File: src/rtl/rr_vote_pkg.sv
`timescale 1ns/1ps
package rr_vote_pkg;

  typedef enum logic [1:0] {
    MODE_NORMAL = 2'd0,
    MODE_VOTE   = 2'd1,
    MODE_RESUME = 2'd2
  } modeE;

  // strobes from the mode controller to the steering datapath
  typedef struct packed {
    logic capture;  // latch new reports and their context
    logic issue;    // drive the captured word onto the spare unit
    logic decide;   // sample the vote and update fault vector
  } strobeS;

  localparam int DEF_NUM_FU  = 4;
  localparam int DEF_NUM_OPS = 4;
  localparam int DEF_CW_W    = 12;
  localparam int DEF_MAX_LAT = 2;

endpackage

File: src/rtl/rr_mode_ctrl.sv
`timescale 1ns/1ps
module rr_mode_ctrl
  import rr_vote_pkg::*;
#(
  parameter int MAX_LAT = DEF_MAX_LAT
) (
  input  logic   clk,
  input  logic   rstN,
  input  logic   anyNew,
  input  logic   pendAny,
  output modeE   modeQ,
  output strobeS strobe,
  output logic   stall
);

  localparam int CNT_W = $clog2(MAX_LAT + 1) + 1;
  localparam logic [CNT_W-1:0] VOTE_LAST   = CNT_W'(MAX_LAT);
  localparam logic [CNT_W-1:0] RESUME_LAST = CNT_W'(MAX_LAT - 1);

  logic [CNT_W-1:0] cntQ;

  always_comb begin
    strobe.capture = (modeQ == MODE_NORMAL) && anyNew;
    strobe.issue   = (modeQ == MODE_VOTE) && (cntQ == '0);
    strobe.decide  = (modeQ == MODE_VOTE) && (cntQ == VOTE_LAST);
  end

  assign stall = (modeQ != MODE_NORMAL);

  always_ff @(posedge clk) begin
    if (!rstN) begin
      modeQ <= MODE_NORMAL;
      cntQ  <= '0;
    end else begin
      unique case (modeQ)
        MODE_NORMAL: begin
          cntQ <= '0;
          if (anyNew) modeQ <= MODE_VOTE;
        end
        MODE_VOTE: begin
          if (cntQ == VOTE_LAST) begin
            modeQ <= MODE_RESUME;
            cntQ  <= '0;
          end else begin
            cntQ <= cntQ + 1'b1;
          end
        end
        MODE_RESUME: begin
          if (cntQ == RESUME_LAST) begin
            modeQ <= pendAny ? MODE_VOTE : MODE_NORMAL;
            cntQ  <= '0;
          end else begin
            cntQ <= cntQ + 1'b1;
          end
        end
        default: begin
          modeQ <= MODE_NORMAL;
          cntQ  <= '0;
        end
      endcase
    end
  end

  assert_enter_vote_R3: assert property (@(posedge clk) disable iff (!rstN)
    (modeQ == MODE_NORMAL && anyNew) |=> (modeQ == MODE_VOTE));

  assert_vote_to_resume_R4: assert property (@(posedge clk) disable iff (!rstN)
    (modeQ == MODE_VOTE && cntQ == VOTE_LAST) |=> (modeQ == MODE_RESUME));

  assert_resume_exit_R4: assert property (@(posedge clk) disable iff (!rstN)
    (modeQ == MODE_RESUME && cntQ == RESUME_LAST) |=> (modeQ != MODE_RESUME));

endmodule

File: src/rtl/rr_steer_dp.sv
`timescale 1ns/1ps
module rr_steer_dp
  import rr_vote_pkg::*;
#(
  parameter int NUM_FU  = DEF_NUM_FU,
  parameter int NUM_OPS = DEF_NUM_OPS,
  parameter int CW_W    = DEF_CW_W,
  parameter int OPC_W   = $clog2(NUM_OPS),
  parameter int IDX_W   = $clog2(NUM_FU)
) (
  input  logic                            clk,
  input  logic                            rstN,
  input  modeE                            modeQ,
  input  strobeS                          strobe,
  input  logic [NUM_FU-1:0]               fuValid,
  input  logic [NUM_FU-1:0][OPC_W-1:0]    fuOpc,
  input  logic [NUM_FU-1:0][CW_W-1:0]     fuCtrl,
  input  logic [NUM_FU-1:0][IDX_W-1:0]    fuRef,
  input  logic [NUM_FU-1:0]               errDet,
  input  logic                            voteEq,
  output logic                            anyNew,
  output logic                            pendAny,
  output logic [NUM_FU-1:0][CW_W-1:0]     ctrlOut,
  output logic [NUM_FU-1:0]               wbEn,
  output logic [NUM_FU-1:0][NUM_OPS-1:0]  faultVec
);

  logic [NUM_FU-1:0][NUM_OPS-1:0] faultQ;
  logic [NUM_FU-1:0]              pendQ;
  logic [NUM_FU-1:0][CW_W-1:0]    ctxCtrl;
  logic [NUM_FU-1:0][OPC_W-1:0]   ctxOpc;
  logic [NUM_FU-1:0][IDX_W-1:0]   ctxRef;

  logic [NUM_FU-1:0] newErr;
  logic [NUM_FU-1:0] knownBad;
  logic [IDX_W-1:0]  curFu;
  logic [OPC_W-1:0]  curOpc;
  logic [IDX_W-1:0]  curRef;
  logic [IDX_W-1:0]  spareFu;
  logic              spareOk;
  logic [NUM_FU-1:0] freeMask;
  logic              found;

  // first-time fault detection and known-fault lookup per slot
  for (genvar u = 0; u < NUM_FU; u++) begin : g_slot
    assign knownBad[u] = fuValid[u] && faultQ[u][fuOpc[u]];
    assign newErr[u]   = (modeQ == MODE_NORMAL) && fuValid[u] && errDet[u] && !faultQ[u][fuOpc[u]];
  end

  assign anyNew   = |newErr;
  assign pendAny  = |pendQ;
  assign faultVec = faultQ;

  // lowest pending unit is voted first
  always_comb begin
    curFu = '0;
    for (int i = NUM_FU - 1; i >= 0; i--) begin
      if (pendQ[i]) curFu = IDX_W'(i);
    end
  end

  assign curOpc = ctxOpc[curFu];
  assign curRef = ctxRef[curFu];

  // spare: lowest unit outside the disputed pair with a healthy operator
  always_comb begin
    spareFu = '0;
    spareOk = 1'b0;
    for (int i = NUM_FU - 1; i >= 0; i--) begin
      if ((IDX_W'(i) != curFu) && (IDX_W'(i) != curRef) && !faultQ[i][curOpc]) begin
        spareFu = IDX_W'(i);
        spareOk = 1'b1;
      end
    end
  end

  // control-word steering and write-back selection
  always_comb begin
    ctrlOut  = '0;
    wbEn     = '0;
    freeMask = ~fuValid;
    found    = 1'b0;
    if (modeQ == MODE_NORMAL) begin
      for (int u = 0; u < NUM_FU; u++) begin
        ctrlOut[u] = fuCtrl[u];
        wbEn[u]    = fuValid[u] && !newErr[u];
      end
      for (int u = 0; u < NUM_FU; u++) begin
        if (knownBad[u]) begin
          found = 1'b0;
          for (int w = 0; w < NUM_FU; w++) begin
            if (!found && freeMask[w] && !faultQ[w][fuOpc[u]]) begin
              found       = 1'b1;
              freeMask[w] = 1'b0;
              ctrlOut[w]  = fuCtrl[u];
              wbEn[w]     = 1'b1;
            end
          end
          if (found) begin
            ctrlOut[u] = '0;
            wbEn[u]    = 1'b0;
          end
        end
      end
    end else begin
      if (strobe.issue && spareOk) ctrlOut[spareFu] = ctxCtrl[curFu];
      if (strobe.decide) begin
        if (spareOk && voteEq) wbEn[spareFu] = 1'b1;
        else                   wbEn[curFu]   = 1'b1;
      end
    end
  end

  always_ff @(posedge clk) begin
    if (!rstN) begin
      faultQ  <= '0;
      pendQ   <= '0;
      ctxCtrl <= '0;
      ctxOpc  <= '0;
      ctxRef  <= '0;
    end else begin
      if (strobe.capture) begin
        pendQ <= newErr;
        for (int u = 0; u < NUM_FU; u++) begin
          if (newErr[u]) begin
            ctxCtrl[u] <= fuCtrl[u];
            ctxOpc[u]  <= fuOpc[u];
            ctxRef[u]  <= fuRef[u];
          end
        end
      end
      if (strobe.decide) begin
        pendQ[curFu] <= 1'b0;
        if (spareOk) begin
          if (voteEq) faultQ[curFu][curOpc]  <= 1'b1;
          else        faultQ[curRef][curOpc] <= 1'b1;
        end
      end
    end
  end

  assert_fault_sticky_R6: assert property (@(posedge clk) disable iff (!rstN)
    (faultQ & $past(faultQ)) == $past(faultQ));

  assert_single_wb_R7: assert property (@(posedge clk) disable iff (!rstN)
    (modeQ != MODE_NORMAL) |-> $onehot0(wbEn));

  assert_pend_drop_R11: assert property (@(posedge clk) disable iff (!rstN)
    strobe.decide |=> ($countones(pendQ) == $countones($past(pendQ)) - 1));

  assert_quiet_stall_R5: assert property (@(posedge clk) disable iff (!rstN)
    (modeQ != MODE_NORMAL && !strobe.issue) |-> (ctrlOut == '0));

endmodule

File: src/rtl/rr_vote_recovery.sv
`timescale 1ns/1ps
module rr_vote_recovery
  import rr_vote_pkg::*;
#(
  parameter int NUM_FU  = DEF_NUM_FU,
  parameter int NUM_OPS = DEF_NUM_OPS,
  parameter int CW_W    = DEF_CW_W,
  parameter int MAX_LAT = DEF_MAX_LAT,
  localparam int OPC_W  = $clog2(NUM_OPS),
  localparam int IDX_W  = $clog2(NUM_FU)
) (
  input  logic                            clk,
  input  logic                            rstN,
  input  logic [NUM_FU-1:0]               fuValid,
  input  logic [NUM_FU-1:0][OPC_W-1:0]    fuOpc,
  input  logic [NUM_FU-1:0][CW_W-1:0]     fuCtrl,
  input  logic [NUM_FU-1:0][IDX_W-1:0]    fuRef,
  input  logic [NUM_FU-1:0]               errDet,
  input  logic                            voteEq,
  output logic [1:0]                      mode,
  output logic                            stallExec,
  output logic                            stallFetch,
  output logic [NUM_FU-1:0][CW_W-1:0]     ctrlOut,
  output logic [NUM_FU-1:0]               wbEn,
  output logic [NUM_FU-1:0][NUM_OPS-1:0]  faultVec
);

  modeE   modeQ;
  strobeS strobe;
  logic   anyNew;
  logic   pendAny;
  logic   stall;

  rr_mode_ctrl #(
    .MAX_LAT (MAX_LAT)
  ) i_ctrl (
    .clk     (clk),
    .rstN    (rstN),
    .anyNew  (anyNew),
    .pendAny (pendAny),
    .modeQ   (modeQ),
    .strobe  (strobe),
    .stall   (stall)
  );

  rr_steer_dp #(
    .NUM_FU  (NUM_FU),
    .NUM_OPS (NUM_OPS),
    .CW_W    (CW_W),
    .OPC_W   (OPC_W),
    .IDX_W   (IDX_W)
  ) i_dp (
    .clk      (clk),
    .rstN     (rstN),
    .modeQ    (modeQ),
    .strobe   (strobe),
    .fuValid  (fuValid),
    .fuOpc    (fuOpc),
    .fuCtrl   (fuCtrl),
    .fuRef    (fuRef),
    .errDet   (errDet),
    .voteEq   (voteEq),
    .anyNew   (anyNew),
    .pendAny  (pendAny),
    .ctrlOut  (ctrlOut),
    .wbEn     (wbEn),
    .faultVec (faultVec)
  );

  assign mode       = modeQ;
  assign stallExec  = stall;
  assign stallFetch = stall;

endmodule

File: config.mk
export PLATFORM = sky130hd
export DESIGN_NAME = rr_vote_recovery
export DESIGN_NICKNAME = d
export VERILOG_FILES = /design/src/rtl/rr_vote_pkg.sv /design/src/rtl/rr_mode_ctrl.sv /design/src/rtl/rr_steer_dp.sv /design/src/rtl/rr_vote_recovery.sv
export SDC_FILE = /design/constraint.sdc
export NUM_CORES = 1
export LEC_CHECK = 0
export ABC_AREA = 1
export CAP_MARGIN = 10
export CORE_UTILIZATION = 64
export DETAILED_ROUTE_END_ITERATION = 16
export DONT_BUFFER_PORTS = 1
export PLACE_DENSITY = 0.85
export SYNTH_ARGS = -nofsm -noshare
export SYNTH_HDL_FRONTEND = slang
export SYNTH_HIERARCHICAL = 1
export SYNTH_SLANG_ARGS = --single-unit
File: constraint.sdc
create_clock -name clk -period 5.1 [get_ports clk]
set_input_delay 0.51 -clock clk [delete_from_list [all_inputs] [get_ports clk]]
set_output_delay 0.51 -clock clk [all_outputs]
set_load 0.01 [all_outputs]
==> results.toml <==
[floorplanning]
ioPinCount = 147
die_area_sq_um = 13200
die_y_microns = 115
start_util = 0.668
rows = 40
core_area_sq_um = 12200
die_w_microns = 115

[logic_synthesis]
ys_types = 44
syn-num-nets = 1493
ys_ff_latch = 89
synthFlopType = "dfxtp_1"
synth_async_sr_flop_share = 0
ys_seq_area_frac = 0.218
syn-cell-area_sq_um = 8160
netlist_instances = 1414
avgSynthCellArea_sq_um = 5.77
ys.warnings.count = 6
synth_edf_count = 0

[clocking]
cts_sinks = 89
clockBufferDepth = 2
htreeDepth = 3
cts_tree = "yes"
cts_root_buf = "clkbuf_16"
clk-insertion-delay-late_ns = 0.35
clk_pin_slew_ns = 0.07
cts-resized-gates = 0
ctsHoldBuffers = 0
cts_made_buffers = 9
postCtsSetupRepairBufs = 0

[worst_setup_path]
critical_path.reg2reg.startpoint = "i_ctrl/modeQ[1]$_SDFFE_PN0P_"
r2r_slack_ns = 1.29
path_class = "flop to primary output"
rr_endpoint = "i_dp/pendQ[2]$_SDFF_PN0_"
ff2ff_path_depth = 13
cp_slowest_stage_delay_ns = 0.52
crit_path_start = "i_dp/faultVec[6]$_SDFFE_PN0P_"
crit_chain = "inv_1 -> o21ai_1 -> nand2_1 -> nand2_2 -> nand3b_4 -> nand2_1 -> inv_1 -> nand2_1 -> nand3_4 -> nand3_2 -> nand3_1 -> nand2_1 -> nand3_1 -> nand2_1"
critPathLaunchType = "flop"
end_kind = "primary output"
worstPathArrival_ns = 3.82
crit_top_cell = "nand2_1"
cp_max_fo = 26
crit_slowest_cell = "nand3_2"
worstPathRequired_ns = 4.59

[sta]
rsz0062_at_grt = "no"
max_slew_margin = 0.160
hold_viol = 0
finalSetupViolations = 0
fmax_ghz = 0.231
worst_slack_ns = 0.765
finalSetupTns_ns = 0
tightest_slew_ns = 1.26
maxSlewViolCount = 0
period_needed_ns = 4.33
fin_crit_sh = 0.850
finClkSkew_ns = 0.00720

[global_routing]
grt_max_degree = 65
grt_pass1_vias = 8755
grt_pass1_wl_microns = 47700
antenna_found_initial = 0
gr-total-overflow = 0
grt.total_usage = 0.471

[cells_and_area]
fin_nets = 1418
layout_common_cells = "nand2_1 (341), inv_1 (174), nand3_1 (164)"
final_area_sq_um = 8280
syn2layout_area_growth_pct = 1.46
fillers = 1172
n_antenna_cell = 0
final_cells = 1512
final_common_cell = "nand2_1"
final_util = 0.678
drive_gt1_frac = 0.0610

[place]
dpl.hpwl_microns = 22900
dpl-instance-area_sq_um = 7980
dpl.cell_count = 1496
io_buffers = 0
place_ws_ns = 1.30
place_congestion = 1.04

[power]
combPwrFrac = 0.494
sw_frac_of_total = 0.486
p_per_area_nw_per_um2 = 355
intPower_uw = 1510
p_switching_uw = 1430
pwr-share-clk = 0.232
leakagePower_uw = 0.00366
p_seq_frac = 0.274
peakVddDrop_mv = 0.342

[detailed_routing]
drtAntennaViolNets = 0
wl_per_cell_microns = 20.8
drt-pass1-iter-count = 7
finalWirelength_microns = 31400
num_vias = 10100
viasPerCell = 6.66
drc = 0
drtIter0Drc = 1771

[status]
status = "completed"

[hold_path]
hold_start = "rstN"
min_to = "i_ctrl/modeQ[0]$_SDFFE_PN0P_"
whs_path_depth = 2
worstHoldPathType = "input port to flop"

[job]
cap_viol_max_count = 0
power groups by stage:
stage | Combinational, uW | Sequential, uW | Clock, uW
CTS | 1390 | 802 | 682
finish | 1450 | 803 | 682
floorplan | 1090 | 800 | 0
detailed placement | 1380 | 816 | 0
global placement | 1360 | 814 | 0
global route | 1570 | 809 | 711
synth_stat cells (3+ instances only):
library cell,n,area (sq um)
a21oi_1,130,651
a221oi_1,11,96.3
buf_2,21,105
buf_4,14,105
buf_6,6,67.6
clkbuf_1,53,199
dfxtp_1,89,1780
ha_1,4,50.1
inv_1,174,653
inv_2,11,41.3
nand2_1,341,1280
nand2_2,6,37.5
nand2_4,3,33.8
nand3_1,164,821
nand3_2,11,110
nand4_1,87,544
nor2_1,58,218
nor2_2,11,68.8
nor2_4,3,33.8
nor3_1,12,60.1
o211ai_1,13,97.6
o21ai_0,144,721
o21ai_1,12,60.1
o221ai_1,12,105
stage by stage:
stage | hold slack, ns | power (uW)
after floorplan | 0.424 | 1890
after global placement | 0.430 | 2170
after detailed placement | 0.434 | 2200
after CTS | 0.278 | 2880
after global routing | 0.280 | 3090
final | 0.287 | 2940
cell type report:
class	instances	area, sq um	share of cell area
multi-input combinational	1041	5200	0.628
sequential	89	1780	0.215
inverter	187	702	0.0848
clock buffer	9	225	0.0272
tap	168	210	0.0254
timing repair buffer	11	82.6	0.00998
clock inverter	7	76.3	0.00922
per-layer routing:
layer  share of wire  global-route usage  routed length, microns
met5               0                   0                       0
met4           0.030               0.144                     939
met3            0.17               0.182                    5480
met2            0.41               0.669                   12800
met1            0.39               0.651                   12200
cell families after synthesis:
kind of cell | count (synthesis) | share of synthesized area
AO/OA/AOI/OAI | 329 | 0.221
XOR/XNOR | 1 | 0.00107
adder cells (fa/ha/maj) | 4 | 0.00613
buffers and inverters | 284 | 0.146
flip-flops | 89 | 0.218
AND/OR/NAND/NOR | 707 | 0.407
worst max path at each step:
stage                        endpoint  cells after the start  slack, ns
final                     ctrlOut[26]                     14       0.77
after global routing      ctrlOut[26]                     14       0.55
after CTS                 ctrlOut[26]                     14       0.98
after detailed placement  ctrlOut[26]                     15       1.30
after global placement    ctrlOut[26]                     15       1.38
after floorplan           ctrlOut[30]                     15       2.46
critical path, delay by kind of cell (launching register included):
kind | cells | cell delay, ns
buffers and inverters | 2 | 0.22
DFF | 1 | 0.51
and+or+nand+nor | 11 | 2.57
AOI/OAI and AO/OA | 1 | 0.16
flip-flops by register name (all words and copies together), names as in the netlist:
| register | count |
|---|---|
| i_ctrl/cntQ | 3 |
| i_ctrl/modeQ | 2 |
| i_dp/ctxCtrl | 48 |
| i_dp/ctxOpc | 8 |
| i_dp/ctxRef | 8 |
| i_dp/faultVec | 16 |
| i_dp/pendQ | 4 |
(Power assumes the default switching activity.)
